### src/rtl/lcd_tg_pkg.sv
package lcd_tg_pkg;

    // write port word selects
    localparam logic [1:0] SEL_HTIM = 2'd0;
    localparam logic [1:0] SEL_VTIM = 2'd1;
    localparam logic [1:0] SEL_POL  = 2'd2;
    localparam logic [1:0] SEL_CTRL = 2'd3;

    // polarity word bits
    localparam int P_VS_INV = 11;
    localparam int P_HS_INV = 12;
    localparam int P_EDGE   = 13;
    localparam int P_DE_INV = 14;

    // control word bits
    localparam int C_RUN = 0;

    typedef struct packed {
        logic [31:0] ctrl;
        logic [31:0] pol;
        logic [31:0] vtim;
        logic [31:0] htim;
    } tg_words_t;

endpackage

### src/rtl/lcd_tg_regs.sv
module lcd_tg_regs
    import lcd_tg_pkg::*;
(
    input  logic        clk,
    input  logic        rst_n,
    input  logic        wr_en,
    input  logic [1:0]  wr_sel,
    input  logic [31:0] wr_data,
    input  logic        frame_wrap,
    output tg_words_t   shadow_o,
    output tg_words_t   working_o
);

    typedef struct packed {
        tg_words_t sh;
        tg_words_t wk;
    } reg_state_t;

    reg_state_t st_d, st_q;

    always_comb begin
        st_d = st_q;
        // stopped: follow shadow; running: refresh only on frame wrap
        if (!st_q.sh.ctrl[C_RUN] || frame_wrap) begin
            st_d.wk = st_q.sh;
        end
        if (wr_en) begin
            case (wr_sel)
                SEL_HTIM: st_d.sh.htim = wr_data;
                SEL_VTIM: st_d.sh.vtim = wr_data;
                SEL_POL:  st_d.sh.pol  = wr_data;
                default:  st_d.sh.ctrl = wr_data;
            endcase
        end
    end

    always_ff @(posedge clk or negedge rst_n) begin
        if (!rst_n) st_q <= '0;
        else        st_q <= st_d;
    end

    assign shadow_o  = st_q.sh;
    assign working_o = st_q.wk;

endmodule

### src/rtl/lcd_tg_decode.sv
module lcd_tg_decode #(
    parameter int HW = 12,
    parameter int VW = 11
) (
    input  logic [31:0]   htim,
    input  logic [31:0]   vtim,
    output logic [HW-1:0] h_act,
    output logic [HW-1:0] h_sync_lo,
    output logic [HW-1:0] h_sync_hi,
    output logic [HW-1:0] h_last,
    output logic [VW-1:0] v_act,
    output logic [VW-1:0] v_sync_lo,
    output logic [VW-1:0] v_sync_hi,
    output logic [VW-1:0] v_last
);

    localparam logic [HW-1:0] H_ONE = HW'(1);
    localparam logic [HW-1:0] H_BLK = HW'(16);
    localparam logic [VW-1:0] V_ONE = VW'(1);

    logic unused_lsb;
    assign unused_lsb = ^htim[1:0];

    always_comb begin
        // horizontal: all intervals stored minus one, width in blocks of 16
        h_act     = (HW'(htim[7:2]) << 4) + H_BLK;
        h_sync_lo = h_act     + HW'(htim[23:16]) + H_ONE;
        h_sync_hi = h_sync_lo + HW'(htim[15:8])  + H_ONE;
        h_last    = h_sync_hi + HW'(htim[31:24]);
        // vertical: lines and sync minus one, porches raw
        v_act     = VW'(vtim[9:0]) + V_ONE;
        v_sync_lo = v_act     + VW'(vtim[23:16]);
        v_sync_hi = v_sync_lo + VW'(vtim[15:10]) + V_ONE;
        v_last    = v_sync_hi + VW'(vtim[31:24]) - V_ONE;
    end

endmodule

### src/rtl/lcd_tg_counter.sv
module lcd_tg_counter #(
    parameter int HW = 12,
    parameter int VW = 11
) (
    input  logic          clk,
    input  logic          rst_n,
    input  logic          run,
    input  logic [HW-1:0] h_last,
    input  logic [VW-1:0] v_last,
    output logic [HW-1:0] h_o,
    output logic [VW-1:0] v_o,
    output logic          wrap_o
);

    typedef struct packed {
        logic [HW-1:0] h;
        logic [VW-1:0] v;
    } cnt_state_t;

    cnt_state_t st_d, st_q;
    logic       h_end, v_end;

    always_comb begin
        st_d  = st_q;
        h_end = (st_q.h == h_last);
        v_end = (st_q.v == v_last);
        if (!run) begin
            st_d = '0;
        end else if (h_end) begin
            st_d.h = '0;
            st_d.v = v_end ? '0 : st_q.v + VW'(1);
        end else begin
            st_d.h = st_q.h + HW'(1);
        end
    end

    always_ff @(posedge clk or negedge rst_n) begin
        if (!rst_n) st_q <= '0;
        else        st_q <= st_d;
    end

    assign h_o    = st_q.h;
    assign v_o    = st_q.v;
    assign wrap_o = run && h_end && v_end;

endmodule

### src/rtl/lcd_raster_gen.sv
module lcd_raster_gen
    import lcd_tg_pkg::*;
#(
    parameter int HW = 12,
    parameter int VW = 11
) (
    input  logic          clk,
    input  logic          rst_n,
    input  logic          wr_en,
    input  logic [1:0]    wr_sel,
    input  logic [31:0]   wr_data,
    output logic          hsync,
    output logic          vsync,
    output logic          de,
    output logic          pclk_edge,
    output logic          frame_start,
    output logic [HW-1:0] px_x,
    output logic [VW-1:0] ln_y,
    output logic [2:0]    depth_code
);

    tg_words_t     shadow, working;
    logic          run, frame_wrap;
    logic [HW-1:0] h_cnt, h_act, h_sync_lo, h_sync_hi, h_last;
    logic [VW-1:0] v_cnt, v_act, v_sync_lo, v_sync_hi, v_last;
    logic [31:0]   wk_h, wk_v;
    logic          unused_bits;

    typedef struct packed {
        logic hs;
        logic vs;
        logic de;
        logic fs;
    } raw_out_t;

    raw_out_t raw;

    assign run  = shadow.ctrl[C_RUN];
    assign wk_h = working.htim;
    assign wk_v = working.vtim;

    lcd_tg_regs u_regs (
        .clk        (clk),
        .rst_n      (rst_n),
        .wr_en      (wr_en),
        .wr_sel     (wr_sel),
        .wr_data    (wr_data),
        .frame_wrap (frame_wrap),
        .shadow_o   (shadow),
        .working_o  (working)
    );

    lcd_tg_decode #(.HW(HW), .VW(VW)) u_decode (
        .htim      (working.htim),
        .vtim      (working.vtim),
        .h_act     (h_act),
        .h_sync_lo (h_sync_lo),
        .h_sync_hi (h_sync_hi),
        .h_last    (h_last),
        .v_act     (v_act),
        .v_sync_lo (v_sync_lo),
        .v_sync_hi (v_sync_hi),
        .v_last    (v_last)
    );

    lcd_tg_counter #(.HW(HW), .VW(VW)) u_counter (
        .clk    (clk),
        .rst_n  (rst_n),
        .run    (run),
        .h_last (h_last),
        .v_last (v_last),
        .h_o    (h_cnt),
        .v_o    (v_cnt),
        .wrap_o (frame_wrap)
    );

    // interval decode; all gated by run so a stop is seen at once
    always_comb begin
        raw.hs = run && (h_cnt >= h_sync_lo) && (h_cnt < h_sync_hi);
        raw.vs = run && (v_cnt >= v_sync_lo) && (v_cnt < v_sync_hi);
        raw.de = run && (h_cnt < h_act) && (v_cnt < v_act);
        raw.fs = run && (h_cnt == '0) && (v_cnt == '0);
    end

    assign hsync       = raw.hs ^ working.pol[P_HS_INV];
    assign vsync       = raw.vs ^ working.pol[P_VS_INV];
    assign de          = raw.de ^ working.pol[P_DE_INV];
    assign pclk_edge   = working.pol[P_EDGE];
    assign frame_start = raw.fs;
    assign px_x        = h_cnt;
    assign ln_y        = v_cnt;
    assign depth_code  = working.ctrl[3:1];

    assign unused_bits = ^{shadow.htim, shadow.vtim, shadow.pol, shadow.ctrl[31:1],
                           working.ctrl[31:4], working.ctrl[0],
                           working.pol[31:15], working.pol[10:0]};

endmodule

### config.mk
export PLATFORM = sky130hd
export DESIGN_NAME = lcd_raster_gen
export DESIGN_NICKNAME = d
export VERILOG_FILES = /design/src/rtl/lcd_tg_pkg.sv /design/src/rtl/lcd_tg_regs.sv /design/src/rtl/lcd_tg_decode.sv /design/src/rtl/lcd_tg_counter.sv /design/src/rtl/lcd_raster_gen.sv
export SDC_FILE = /design/constraint.sdc
export NUM_CORES = 1
export LEC_CHECK = 0
export BUFFER_PORTS_ARGS = -buffer_cell sky130_fd_sc_hd__buf_4
export CORE_MARGIN = 2
export CORE_UTILIZATION = 70
export CTS_BUF_LIST = sky130_fd_sc_hd__clkbuf_8
export DETAILED_ROUTE_END_ITERATION = 10
export PLACE_DENSITY = 0.89
export SLEW_MARGIN = 20
export SYNTH_ARGS = -nofsm -noshare
export SYNTH_HDL_FRONTEND = slang
export SYNTH_HIERARCHICAL = 1
export SYNTH_SLANG_ARGS = --single-unit
### constraint.sdc
create_clock -name clk -period 17.3 [get_ports clk]
set_clock_uncertainty 0.15 [all_clocks]
set_input_delay 3.46 -clock clk [delete_from_list [all_inputs] [get_ports clk]]
set_output_delay 3.46 -clock clk [all_outputs]
set_load 0.02 [all_outputs]
Yosys cells after proc, flatten, opt, wreduce, memory -nomap -nowiden
Cells that the tools add are included.
- input port bits: 37
- output and inout bits: 31
- logic and storage cells: 63
- bits in registers: 189
- mux-type cells: 4
- bitwise operators: 4
- eq/ne operators: 5
- add/subtract/negate cells: 14
- reductions and logical operators: 20
- order comparisons: 6
- operator list (kind ; count):
    12-bit by 1-bit adder with 12-bit output, second input constant ; 3
    12-bit by 8-bit adder with 12-bit output ; 3
    12-bit < comparator ; 2
    23-bit 2-to-1 mux ; 1
    11-bit by 1-bit adder with 11-bit output, second input constant ; 2
    11-bit by 8-bit adder with 11-bit output ; 2
    11-bit < comparator ; 2
    11-bit 2-to-1 mux ; 2
    12-bit == test ; 1
    12-bit >= comparator ; 1
    12-bit logical NOT ; 1
    12-bit 2-to-1 mux ; 1
    10-bit by 1-bit adder with 11-bit output, second input constant ; 1
    10-bit by 5-bit adder with 11-bit output, second input constant ; 1
    11-bit by 6-bit adder with 11-bit output ; 1
    11-bit == test ; 1
    11-bit >= comparator ; 1
    11-bit logical NOT ; 1
    11-bit by 1-bit subtractor with 11-bit output, second input constant ; 1
    1-bit logical AND ; 10
    2-bit AND reduction ; 4
    3-bit OR reduction ; 1
    1-bit XOR ; 3
    2-bit by 1-bit == test with 1-bit output, second input constant ; 1
    other kinds (6) ; 6

Depth between registers and ports, before layout
- word-level depth: 10
- mapped depth: 33
- depth with buffers taken out: 29

By module
The synthesis kept the hierarchy.
- modules (own cells, without submodules) (module ; cells an instance ; instances ; seq. area each (um^2) ; area each (um^2)):
    lcd_tg_regs ; 543 ; 1 ; 6406.1 ; 9489.1
    lcd_tg_decode ; 362 ; 1 ; 0.0 ; 2651.3
    lcd_raster_gen ; 244 ; 1 ; 0.0 ; 1752.9
    lcd_tg_counter ; 166 ; 1 ; 575.6 ; 1501.4

Worst setup path before layout
Ideal clock, no wire load.
- kind: register to output
- start point: register u_regs.st_q (netlist bit u_regs/working_o[32])
- end point: output vsync
- data required time: 13.690 ns
- stages on the path, launching flop included: 22
- data arrival time: 4.133 ns
- path buffers: 0
- path slack: 9.557 ns
- path through: dfrtp_1 > ha_1 > xor2_1 > ha_1 > nor2b_1 > o21a_1 > nor2_1 > xnor2_1 > ha_1 > or2_2 > a21oi_1 > a21oi_1 > nand3_1 > nand2b_1 > xnor2_1 > inv_1 > ha_1 > a21oi_1 > nor2b_1 > a211oi_1 > o211ai_1 > xnor2_1
- cells in the longest elaborated chain, start to end: 7
- elaborated cells on any way between the ends: 9
- classes of those cells: add/sub: 4; order compare: 2; bitwise: 1; reduce/logical: 2
- RTL lines (element ; RTL line ; text):
    from (decl) ; lcd_tg_regs.sv:19 ; reg_state_t st_d, st_q;
    from (signal assigned) ; lcd_tg_regs.sv:39 ; else st_q <= st_d;
    10-bit by 1-bit adder with 11-bit output ; lcd_tg_decode.sv:31 ; v_act = VW'(vtim[9:0]) + V_ONE;
    named net v_act[2] ; lcd_raster_gen.sv:25 ; logic [VW-1:0] v_cnt, v_act, v_sync_lo, v_sync_hi, v_last;
    11-bit by 8-bit adder with 11-bit output ; lcd_tg_decode.sv:32 ; v_sync_lo = v_act + VW'(vtim[23:16]);
    named net v_sync_lo[4] ; lcd_raster_gen.sv:25 ;
    11-bit by 6-bit adder with 11-bit output ; lcd_tg_decode.sv:33 ; v_sync_hi = v_sync_lo + VW'(vtim[15:10]) + V_ONE;
    11-bit by 1-bit adder with 11-bit output ; lcd_tg_decode.sv:33 ;
    named net v_sync_hi[9] ; lcd_raster_gen.sv:25 ;
    11-bit < comparator ; lcd_raster_gen.sv:80 ; raw.vs = run && (v_cnt >= v_sync_lo) && (v_cnt < v_sync_hi);
    1-bit logical AND ; lcd_raster_gen.sv:80 ;
    1-bit XOR ; lcd_raster_gen.sv:86 ; assign vsync = raw.vs ^ working.pol[P_VS_INV];
    to (decl) ; lcd_raster_gen.sv:13 ; output logic vsync,
The timed path passes the listed nets, and every way through them passes these cells.

Final worst setup path
Same ends and word-level chain as after synthesis.

==> out/results.ini <==
[outcome]
outcome=finished clean

[setup_path]
cpMostUsedCell=ha_1
crit_family=adder cells
crit_path_end_kind=output port
crit_arrival_ps=5190
cp_slowest_cell=dfrtp_1
cp.required_ps=13690
cp_max_fo=7
criticalPathCategory=reg -> out
worstPathCellList=ha_1, xor2_1, ha_1, nor2b_1, o21a_1, nor2_1, xnor2_1, ha_1, or2_2, a21oi_1, a21oi_1, nand3_1, nand2b_1, xnor2_1, inv_1, ha_1, a21oi_1, nor2b_1, a211oi_1, o211ai_1, xnor2_1, buf_4
cp_num_buf_inv=2
rrSetupSlack_ps=9700
slowest_delay_ps=460
critPathLaunchType=flop

[route]
drtPass1Iterations=5
antenna_left=0
vias_per_cell=6.095
route.vias.total=8319
drcViolationCount=0
wl_per_cell_um=19.24
drt-initial-drc-count=546
routed_wl_um=26270

[die]
core_um2=15710
dieArea_um2=16880
start_util_pct=70.65
fp.dieH_um=129.9
io_pins=68
die_x_um=129.9
rows=46

[clocking]
clkLatencyLatePin_ps=480
root_buffer=clkbuf_8
cts.hold.buffers_added=0
cts_tree=built
cts_setup_buffers=0
cts_sinks=162
cts.clk_slew.worst_paths_ps=100
h-tree-depth=4
ctsLongestPathBuffers=2
cts_made_buffers=17
post_cts_resized=0

[logic_synthesis]
syn_area_per_cell_um2=10.35
ys_warn_count=6
synth_area_um2=11100
syn_inst=1073

[layout]
drive_gt1_share_pct=23.24
antenna_cells=0
area_growth_pct=9.491
fin_util_pct=77.35
nNetsFinal=1299

[global_route]
grt_overflow=0
grt_pass1_vias=8075
grt_usage_pct=31.70
antenna_found_initial=0
grt_pass1_wl_um=40790
grt_max_degree=87

[place]
place_hpwl_um=19130
dp_slack_ps=9122
io_buffers=67
gp_congestion=0.8757

[run]
maxCapViolations=0

[sta]
rsz0062_at_grt=false
worst_slack_ps=8498
finalSetupTns_ps=0
period_minus_slack_ps=8802
fin_crit_sh_pct=50.88
hold_violations=0
max_freq_ghz=0.1136
worst_hold_slack_ps=349.5
slew_headroom_pct=36.58
maxSlewViolCount=0
setup_viol=0
worst_slew_pin_slew_ps=951.4

[hold_path]
hp-class=reg -> reg

## final cells by class
type | count | area [um2]
inverter | 130 | 488.0
clock buffer | 18 | 247.7
multi-input combinational | 752 | 6389
sequential | 162 | 4054
clock inverter | 14 | 150.1
tap | 216 | 270.3
timing repair buffer | 73 | 555.5
fill | 1049 | 3558
## stage by stage
step                      cells  cell area [um2]
after floorplan            1078            11120
after global placement     1333            11750
after detailed placement   1333            11750
after CTS                  1365            12150
after global routing       1365            12150
final                      1365            12150
## cells in the final DEF (no fill, tap or decap), drive strengths merged, types with 30 or more instances in the layout
master	count
nor2	52
inv	140
xnor2	69
buf	73
ha	121
nand3	30
mux2	140
nand2	36
a21oi	38
dfrtp	162
## metal layers
metal,GRT usage [%],vias to the layer above,share of wire [%]
li1,-,3887,-
met1,42.24,4056,43
met2,51.99,303,48
met3,4.387,73,4.9
met4,14.23,0,3.8
met5,0,-,0
## path summary, 6_finish.rpt
kind,startpoint,endpoint,cells past startpoint
max in group asynchronous,rst_n,u_regs/shadow_o[37]$_DFFE_PN0P_,2
min in group asynchronous,rst_n,u_counter/v_o[2]$_DFFE_PN0P_,1
min,u_regs/shadow_o[4]$_DFFE_PN0P_,u_regs/shadow_o[4]$_DFFE_PN0P_,1
max reg2reg,u_regs/working_o[32]$_DFFE_PN0P_,u_regs/working_o[38]$_DFFE_PN0P_,29
max,u_regs/working_o[32]$_DFFE_PN0P_,vsync,22
min reg2reg,u_regs/shadow_o[4]$_DFFE_PN0P_,u_regs/shadow_o[4]$_DFFE_PN0P_,1
## state kept, by name, summed over array words and instances (netlist names)
signal,flops
u_regs/shadow_o,70
u_regs/working_o,69
u_counter/h_o,12
u_counter/v_o,11
Power is not shown: default switching activity piles up to over one toggle a cycle in this logic, so the estimate is an artifact.
